==> config.mk <==
export PLATFORM = sky130hd
export DESIGN_NAME = glaw_compressor
export DESIGN_NICKNAME = d
export VERILOG_FILES = /design/src/rtl/glaw_compressor.sv
export SDC_FILE = /design/constraint.sdc
export NUM_CORES = 1
export LEC_CHECK = 0
export BUFFER_PORTS_ARGS = -buffer_cell sky130_fd_sc_hd__buf_4
export CAP_MARGIN = 20
export CORE_ASPECT_RATIO = 0.6
export CORE_MARGIN = 3
export CORE_UTILIZATION = 51
export DETAILED_ROUTE_END_ITERATION = 16
export GPL_TIMING_DRIVEN = 0
export PLACE_DENSITY_LB_ADDON = 0.12
export SLEW_MARGIN = 0
export SYNTH_ARGS = -nofsm -noshare
export SYNTH_HDL_FRONTEND = slang
export SYNTH_SLANG_ARGS = --single-unit
==> constraint.sdc <==
create_clock -name clk -period 11 [get_ports clk]
set_clock_uncertainty 0.2 [all_clocks]
set_input_delay 1.1 -clock clk [delete_from_list [all_inputs] [get_ports clk]]
set_output_delay 1.1 -clock clk [all_outputs]
set_load 0.01 [all_outputs]
==> src/rtl/glaw_compressor.sv <==
module glaw_compressor #(
  parameter int SAMPLE_W = 16
) (
  input  logic                clk,
  input  logic                rst,
  input  logic [1:0]          law_sel,
  input  logic                in_valid,
  output logic                in_ready,
  input  logic [SAMPLE_W-1:0] in_sample,
  output logic                out_valid,
  input  logic                out_ready,
  output logic [SAMPLE_W-1:0] out_data,
  output logic                word8
);
  localparam int MU_W   = 14;
  localparam int A_W    = 13;
  localparam int CODE_W = 8;
  localparam int PAD_W  = SAMPLE_W - CODE_W;
  localparam logic [12:0] MU_BIAS = 13'd33;
  localparam logic [13:0] MU_CLIP = 14'd8158;

  logic [MU_W-1:0] mu_lin;
  logic            mu_neg;
  logic [13:0]     mu_mag;
  logic [12:0]     mu_lim, mu_b, mu_sh;
  logic [2:0]      mu_seg;
  logic [7:0]      mu_code;

  assign mu_lin = in_sample[SAMPLE_W-1 -: MU_W];
  assign mu_neg = mu_lin[MU_W-1];
  assign mu_mag = mu_neg ? (~mu_lin + 14'd1) : mu_lin;
  assign mu_lim = (mu_mag > MU_CLIP) ? MU_CLIP[12:0] : mu_mag[12:0];
  assign mu_b   = mu_lim + MU_BIAS;

  always_comb begin
    mu_seg = '0;
    for (int i = 5; i < 13; i++)
      if (mu_b[i]) mu_seg = 3'(i - 5);
  end

  assign mu_sh   = mu_b >> ({1'b0, mu_seg} + 4'd1);
  assign mu_code = ~{mu_neg, mu_seg, mu_sh[3:0]};

  logic [A_W-1:0] a_lin;
  logic           a_pos;
  logic [11:0]    a_mag, a_sh;
  logic [2:0]     a_seg;
  logic [3:0]     a_man;
  logic [7:0]     a_code;

  assign a_lin = in_sample[SAMPLE_W-1 -: A_W];
  assign a_pos = ~a_lin[A_W-1];
  assign a_mag = a_lin[A_W-1] ? ~a_lin[11:0] : a_lin[11:0];

  always_comb begin
    a_seg = '0;
    for (int i = 5; i < 12; i++)
      if (a_mag[i]) a_seg = 3'(i - 4);
  end

  assign a_sh   = a_mag >> a_seg;
  assign a_man  = (a_seg == 3'd0) ? a_mag[4:1] : a_sh[3:0];
  assign a_code = {a_pos, a_seg, a_man} ^ 8'h55;

  logic [SAMPLE_W-1:0] result;
  always_comb begin
    case (law_sel)
      2'b10:   result = {mu_code, {PAD_W{1'b0}}};
      2'b11:   result = {a_code, {PAD_W{1'b0}}};
      default: result = in_sample;
    endcase
  end

  assign in_ready = !out_valid || out_ready;
  assign word8    = law_sel[1];

  always_ff @(posedge clk) begin
    if (rst) begin
      out_valid <= 1'b0;
      out_data  <= '0;
    end else begin
      if (in_ready) out_valid <= in_valid;
      if (in_valid && in_ready) out_data <= result;
    end
  end
endmodule


==> reports/metrics.cfg, run 1 <==
[yosys]
avgSynthCellArea_um2 = 7.212
ys_ff_latch = 17
synth.net_count = 415
synth-edff-count = 0
syn_area_um2 = 2813
yosysSeqAreaShare_pct = 12.10
async_flop_share_pct = 0
synth_cell_types = 76
syn_inst = 390
synth_top_flop_cell = dfxtp_1
ys_warn_count = 0

[critical_path]
r2r-start = out_valid
path_class = in -> reg
regToRegSetupSlack_ns = 9.08
crit_buf_inv = 5
endpoint_kind = register
cpPeakStageDelay_ns = 0.60
ff2ff_path_depth = 7
path_max_fanout = 10
crit_family = compound AO/OA/AOI/OAI gates
r2r_end = out_data[8]
crit_required_ns = 10.95
start_kind = primary input
cpMaxStageDelayCell = or4b_1
crit_cells = 21
arrival_ns = 7.13
path_cells = buf_4 > inv_1 > ha_1 > buf_2 > or4b_1 > o41ai_4 > xor2_2 > a221o_4 > or2_1 > o2111ai_1 > ha_1 > clkbuf_1 > inv_1 > nor4b_2 > or3_1 > nand2_2 > a2111oi_2 > o21ai_0 > or2_1 > o311a_1 > a31o_1

[sta]
max_freq_mhz = 139.2
final_hold_viol_count = 0
layout_setup_ws_ns = 3.817
setup-tns-final_ns = 0
relSlewSlack_pct = 46.73
finalWorstPathRequiredPeriod_ns = 7.183
setup_viol = 0
rsz0062_at_grt = no
period_share_pct = 65.30
worstMarginPinSlew_ns = 0.7907
maxSlewViolCount = 0

[global_routing]
grt_max_degree = 11
grt_pass1_wl_mm = 14.31
grt_pass1_vias = 2790
gr-usage-all-layers_pct = 27.63
antenna_found_initial = 0
grt_overflow_total = 0

[route]
drc = 0
num_vias = 3269
drt_iter0_markers = 342
wl_per_cell_um = 18.14
drt_pass1_iterations = 5
via_per_inst = 6.631
ant_nets = 0
finalWirelength_mm = 8.942

[clocking]
postCtsSetupBuffers = 0
cts-resized-gates = 0
clkSinkCount = 17
cts.path.max_buffers = 2
cts_tree = built
cts_root_buffer = clkbuf_8
clock_latency_ns = 0.25
postCtsHoldBufs = 0
cts_buffers = 3
cts_max_level = 1
path_clk_slew_ns = 0.06

[place]
hpwlAfterDp_mm = 6.941
preCtsSetupSlack_ns = 3.681
placed_cells = 489
gp_congestion = 0.9732
io_buffers = 33

[worst_hold_path]
hp-start = out_data[1]
min_path_type = reg -> reg
whs_endpoint = out_data[1]
min_path_cells = 2

[floorplan]
core_um2 = 5180
die_w_um = 101.9
fp-row-count = 20
dieArea_um2 = 6472
chipHeight_um = 63.53
ioPinCount = 41
initial_utilization_pct = 54.30

[pwr]
p_leak_nw = 1.184
vdd_drop_max_v = 0.00005082
p_total_mw = 0.2682
p_per_area_nw_per_um2 = 84.11

[finish]
n_antenna_cell = 0
fin_util_pct = 61.55
multi_input_area_um2 = 2243
drive_gt1_share_pct = 16.86
area_growth_pct = 13.35
fillCellCount = 488
final_nets = 453
final-instance-count-excl-fill = 493
final_common_cell = nor2_1
seq_area_um2 = 340.3
final_cell_mix = nor2_1, buf_4, nand2_1

[run_status]
status = completed

[flow_run]
drv_cap = 0

worst max path at each step:
stage                       startpoint      endpoint  slack (ns)
after floorplan           in_sample[2]  out_data[10]        4.73
after global placement    in_sample[2]  out_data[10]        3.77
after detailed placement  in_sample[2]  out_data[10]        3.68
after CTS                 in_sample[2]  out_data[10]        3.94
after global routing      in_sample[2]   out_data[9]        3.47
final                     in_sample[2]  out_data[10]        3.82
Yosys cell counts (3+ instances only):
library cell	n	area (um2)
nand3b_1	7	52.55
nand2_1	31	116.4
o21ai_0	20	100.1
inv_1	13	48.80
a21oi_1	20	100.1
buf_2	6	30.03
and3_1	3	18.77
nor2b_1	3	18.77
nand2b_1	8	50.05
o31ai_1	8	60.06
mux2i_1	10	100.1
o41ai_1	5	43.79
o311a_1	3	30.03
buf_6	4	45.04
a311oi_1	6	52.55
a32o_1	5	50.05
a21o_1	3	22.52
a22o_1	3	26.28
o211ai_1	15	112.6
or2_1	5	31.28
xnor2_1	21	183.9
mux2_2	5	56.30
nor2_1	37	138.9
ha_1	3	37.54
a31oi_1	7	43.79
xor2_1	4	35.03
nor4_1	3	18.77
o221ai_1	6	52.55
dfxtp_1	17	340.3
and2_1	5	31.28
nand3_1	11	55.05
or3_1	5	31.28
clkbuf_1	24	90.09
nor3_1	11	55.05
routing by layer:
metal / wire (um) / track usage, % / up-vias
met1: 4118 / 43.47 / 1516
met2: 3456 / 35.83 / 199
met3: 1290 / 9.181 / 6
met5: 0 / 0 / -
met4: 77 / 4.583 / 0
li1: - / - / 1548
power by group:
part | internal (mW) | switching, mW
Combinational | 0.0621 | 0.0916
Clock | 0.0258 | 0.0210
Sequential | 0.0656 | 0.00206
sequential cells by signal, summed over array words and instances, names as in the netlist:
signal / flops
out_valid: 1
out_data: 16
stage by stage:
step                hold slack [ns]  instance area [um2]
floorplan                    0.2761                 2813
global placement             0.2414                 3143
detailed placement           0.2480                 3143
CTS                          0.2562                 3188
global route                 0.2820                 3188
finish                       0.2558                 3188
cells by family (layout without fill, tap and decap cells):
| family | after synthesis | in the layout | share of synthesized area (%) |
|---|---|---|---|
| and+or+nand+nor | 147 | 147 | 27.76 |
| xor gates and xnor gates | 26 | 26 | 8.363 |
| buffers and inverters | 50 | 87 | 8.141 |
| muxes | 17 | 17 | 6.895 |
| DFF | 17 | 17 | 12.10 |
| AOI/OAI and AO/OA | 130 | 130 | 35.41 |
| adders and majority gates | 3 | 3 | 1.335 |
worst min-delay path, cell delays in order (launching register included):
cell,delay [ns]
dfxtp_1,0.31
nand2_1,0.05
a21oi_1,0.05
final cells by class:
| cell class | count | share of cell area [%] |
|---|---|---|
| multi-input combinational | 323 | 70.37 |
| clock buffer | 4 | 1.413 |
| timing repair buffer | 33 | 7.771 |
| sequential | 17 | 10.68 |
| inverter | 13 | 1.531 |
| buffer | 37 | 5.651 |
| tap | 66 | 2.590 |
Power figures use the tool's default switching activity.
==> inputs of run 2 (changes only) <==
- clock period: 11 -> 6.25 ns (I/O delays scaled with it)
==> run 2 against run 1 <==
Against the previous run: design area increased by 2.4%; routed wire length decreased by 0.36%; hold slack about the same; critical path depth increased by 1; total power increased by 78%; critical path type unchanged.
==> reports/metrics.cfg, run 2 (synthesized netlist as in run 1, its figures left out) <==
[run_status]
status = completed

[sta]
setup-tns-final_ns = 0  ; unchanged
maxSlewViolCount = 0  ; unchanged
max_freq_mhz = 167.2
finalWorstPathRequiredPeriod_ns = 5.983
relSlewSlack_pct = 47.72  ; +0.99 points
final_hold_viol_count = 0  ; unchanged
worstMarginPinSlew_ns = 0.7760  ; -0.01462 ns
rsz0062_at_grt = no
setup_viol = 0  ; unchanged
period_share_pct = 95.72

[floorplan]
ioPinCount = 41  ; unchanged
chipHeight_um = 63.53  ; unchanged
fp-row-count = 20  ; unchanged
dieArea_um2 = 6472  ; unchanged
core_um2 = 5180  ; unchanged
initial_utilization_pct = 54.30  ; unchanged
die_w_um = 101.9  ; unchanged

[critical_path]
path_class = in -> reg
endpoint_kind = register
crit_required_ns = 6.20  ; -4.75 ns
ff2ff_path_depth = 7  ; unchanged
path_max_fanout = 10  ; unchanged
arrival_ns = 5.93  ; -1.20 ns
r2r_end = out_data[8]
r2r-start = out_valid
start_kind = primary input
regToRegSetupSlack_ns = 4.32  ; -4.76 ns

[global_routing]
grt_overflow_total = 0  ; unchanged
gr-usage-all-layers_pct = 27.63  ; unchanged
grt_max_degree = 11  ; unchanged
grt_pass1_vias = 2785  ; -0.18%
grt_pass1_wl_mm = 14.31  ; unchanged
antenna_found_initial = 0  ; unchanged

[pwr]
cell_internal_pwr_mw = 0.2746  ; +79%
p_leak_nw = 1.220  ; +3.0%
p_seq_share_pct = 24.9  ; -0.3 points
p_comb_share_pct = 57.9  ; +0.6 points
p_clk_share_pct = 17.2  ; -0.2 points
vdd_drop_max_v = 0.00008967  ; +76%
switchingPower_mw = 0.2039  ; +78%
p_per_area_nw_per_um2 = 146.6  ; +74%
p_sw_share_pct = 42.62  ; -0.13 points

[route]
drc = 0  ; unchanged
num_vias = 3261  ; -0.24%
drt_iter0_markers = 376  ; +9.9%
via_per_inst = 6.588  ; -0.65%
wl_per_cell_um = 18.00  ; -0.76%
ant_nets = 0  ; unchanged
finalWirelength_mm = 8.910  ; -0.36%
drt_pass1_iterations = 5  ; unchanged

[clocking]
clkSinkCount = 17  ; unchanged
cts_buffers = 3  ; unchanged
cts.path.max_buffers = 2  ; unchanged
clock_latency_ns = 0.25  ; about the same
cts_root_buffer = clkbuf_8
cts_tree = built
cts_max_level = 1  ; unchanged
path_clk_slew_ns = 0.06  ; about the same
postCtsHoldBufs = 0  ; unchanged

[finish]
drive_gt1_share_pct = 18.65  ; +1.8 points
area_growth_pct = 16.01
largest_register_ffs = 16  ; unchanged
largest-register = out_data
final_cell_mix = nor2_1, buf_4, nand2_1
top_regs = out_data: 16 flops, out_valid: 1 flops
fin_area_um2 = 3263  ; +2.4%
n_antenna_cell = 0  ; unchanged
final_nets = 455  ; +0.44%
fin_util_pct = 63.00  ; +1.4 points
fillCellCount = 482  ; -1.2%

[worst_hold_path]
min_path_type = reg -> reg
hp-start = out_data[1]
min_path_cells = 2  ; unchanged
whs_endpoint = out_data[1]

[place]
place_area_um2 = 3143  ; unchanged
hpwlAfterDp_mm = 6.941  ; unchanged
io_buffers = 33  ; unchanged
gp_congestion = 0.9732  ; unchanged

[flow_run]
drv_cap = 0  ; unchanged

[run 2: what timing repair did]
action / 4_1_cts / 5_1_grt
gates resized for setup: 3 / 6
setup buffers: 0 / 3
setup endpoints to repair: 5 / 6
cloned: 0 / 0
pin swaps: 0 / 3
[run 2: power by group through the flow]
stage / Sequential [mW] / Combinational, mW / Clock [mW]
2_1_floorplan: 0.125 / 0.192 / 0
3_3_place_gp: 0.121 / 0.260 / 0
3_5_place_dp: 0.122 / 0.262 / 0
4_1_cts: 0.119 / 0.264 / 0.0840
5_1_grt: 0.120 / 0.301 / 0.0925
6_report: 0.119 / 0.277 / 0.0825
[run 2: cell type report]
type	instances	area (um2)	area share (%)
clock buffers	4	45.04	1.380
flip-flops and latches	17	340.3	10.43
repair buffers	36	270.3	8.282
multi-input cells	323	2300	70.48
inverters	13	48.80	1.495
well taps	66	82.58	2.531
plain buffers	36	176.4	5.406
[run 2: worst max path at each step]
stage                      start           end
detailed placement  in_sample[2]  out_data[10]
finish              in_sample[2]  out_data[10]
CTS                 in_sample[2]  out_data[10]
global route        in_sample[2]  out_data[10]
floorplan           in_sample[2]  out_data[10]
global placement    in_sample[2]  out_data[10]
[run 2: worst max-delay path, stage by stage]
cell	delay, ns
buf_4	0.13
inv_1	0.16
ha_1	0.18
buf_2	0.19
or4b_4	0.54
o41ai_4	0.37
xor2_2	0.17
a221o_4	0.41
or2_1	0.32
o2111ai_1	0.18
ha_4	0.20
inv_1	0.08
nor4b_4	0.38
a211o_1	0.21
nand2_2	0.12
a2111oi_4	0.40
or2_1	0.17
buf_6	0.12
nand3_4	0.11
mux2_4	0.34
o311a_1	0.29
a31o_1	0.21
[run 2: through the flow]
stage	power [mW]	instances	hold slack (ns)	setup slack (ns)
3_5_place_dp	0.3838	489	0.2480	-0.5937
3_3_place_gp	0.3812	489	0.2414	-0.5056
2_1_floorplan	0.3161	390	0.2761	0.4539
4_1_cts	0.4677	492	0.2562	0.01133
6_report	0.4785	495	0.2561	0.2675
5_1_grt	0.5134	495	0.2820	0.02682
[run 2: layer usage]
metal,global-route usage (%),wire length (um),vias up
met1,43.61,4065,1495
li1,-,-,1550
met4,4.583,85,0
met2,35.67,3449,206
met3,9.181,1311,10
met5,0,0,-
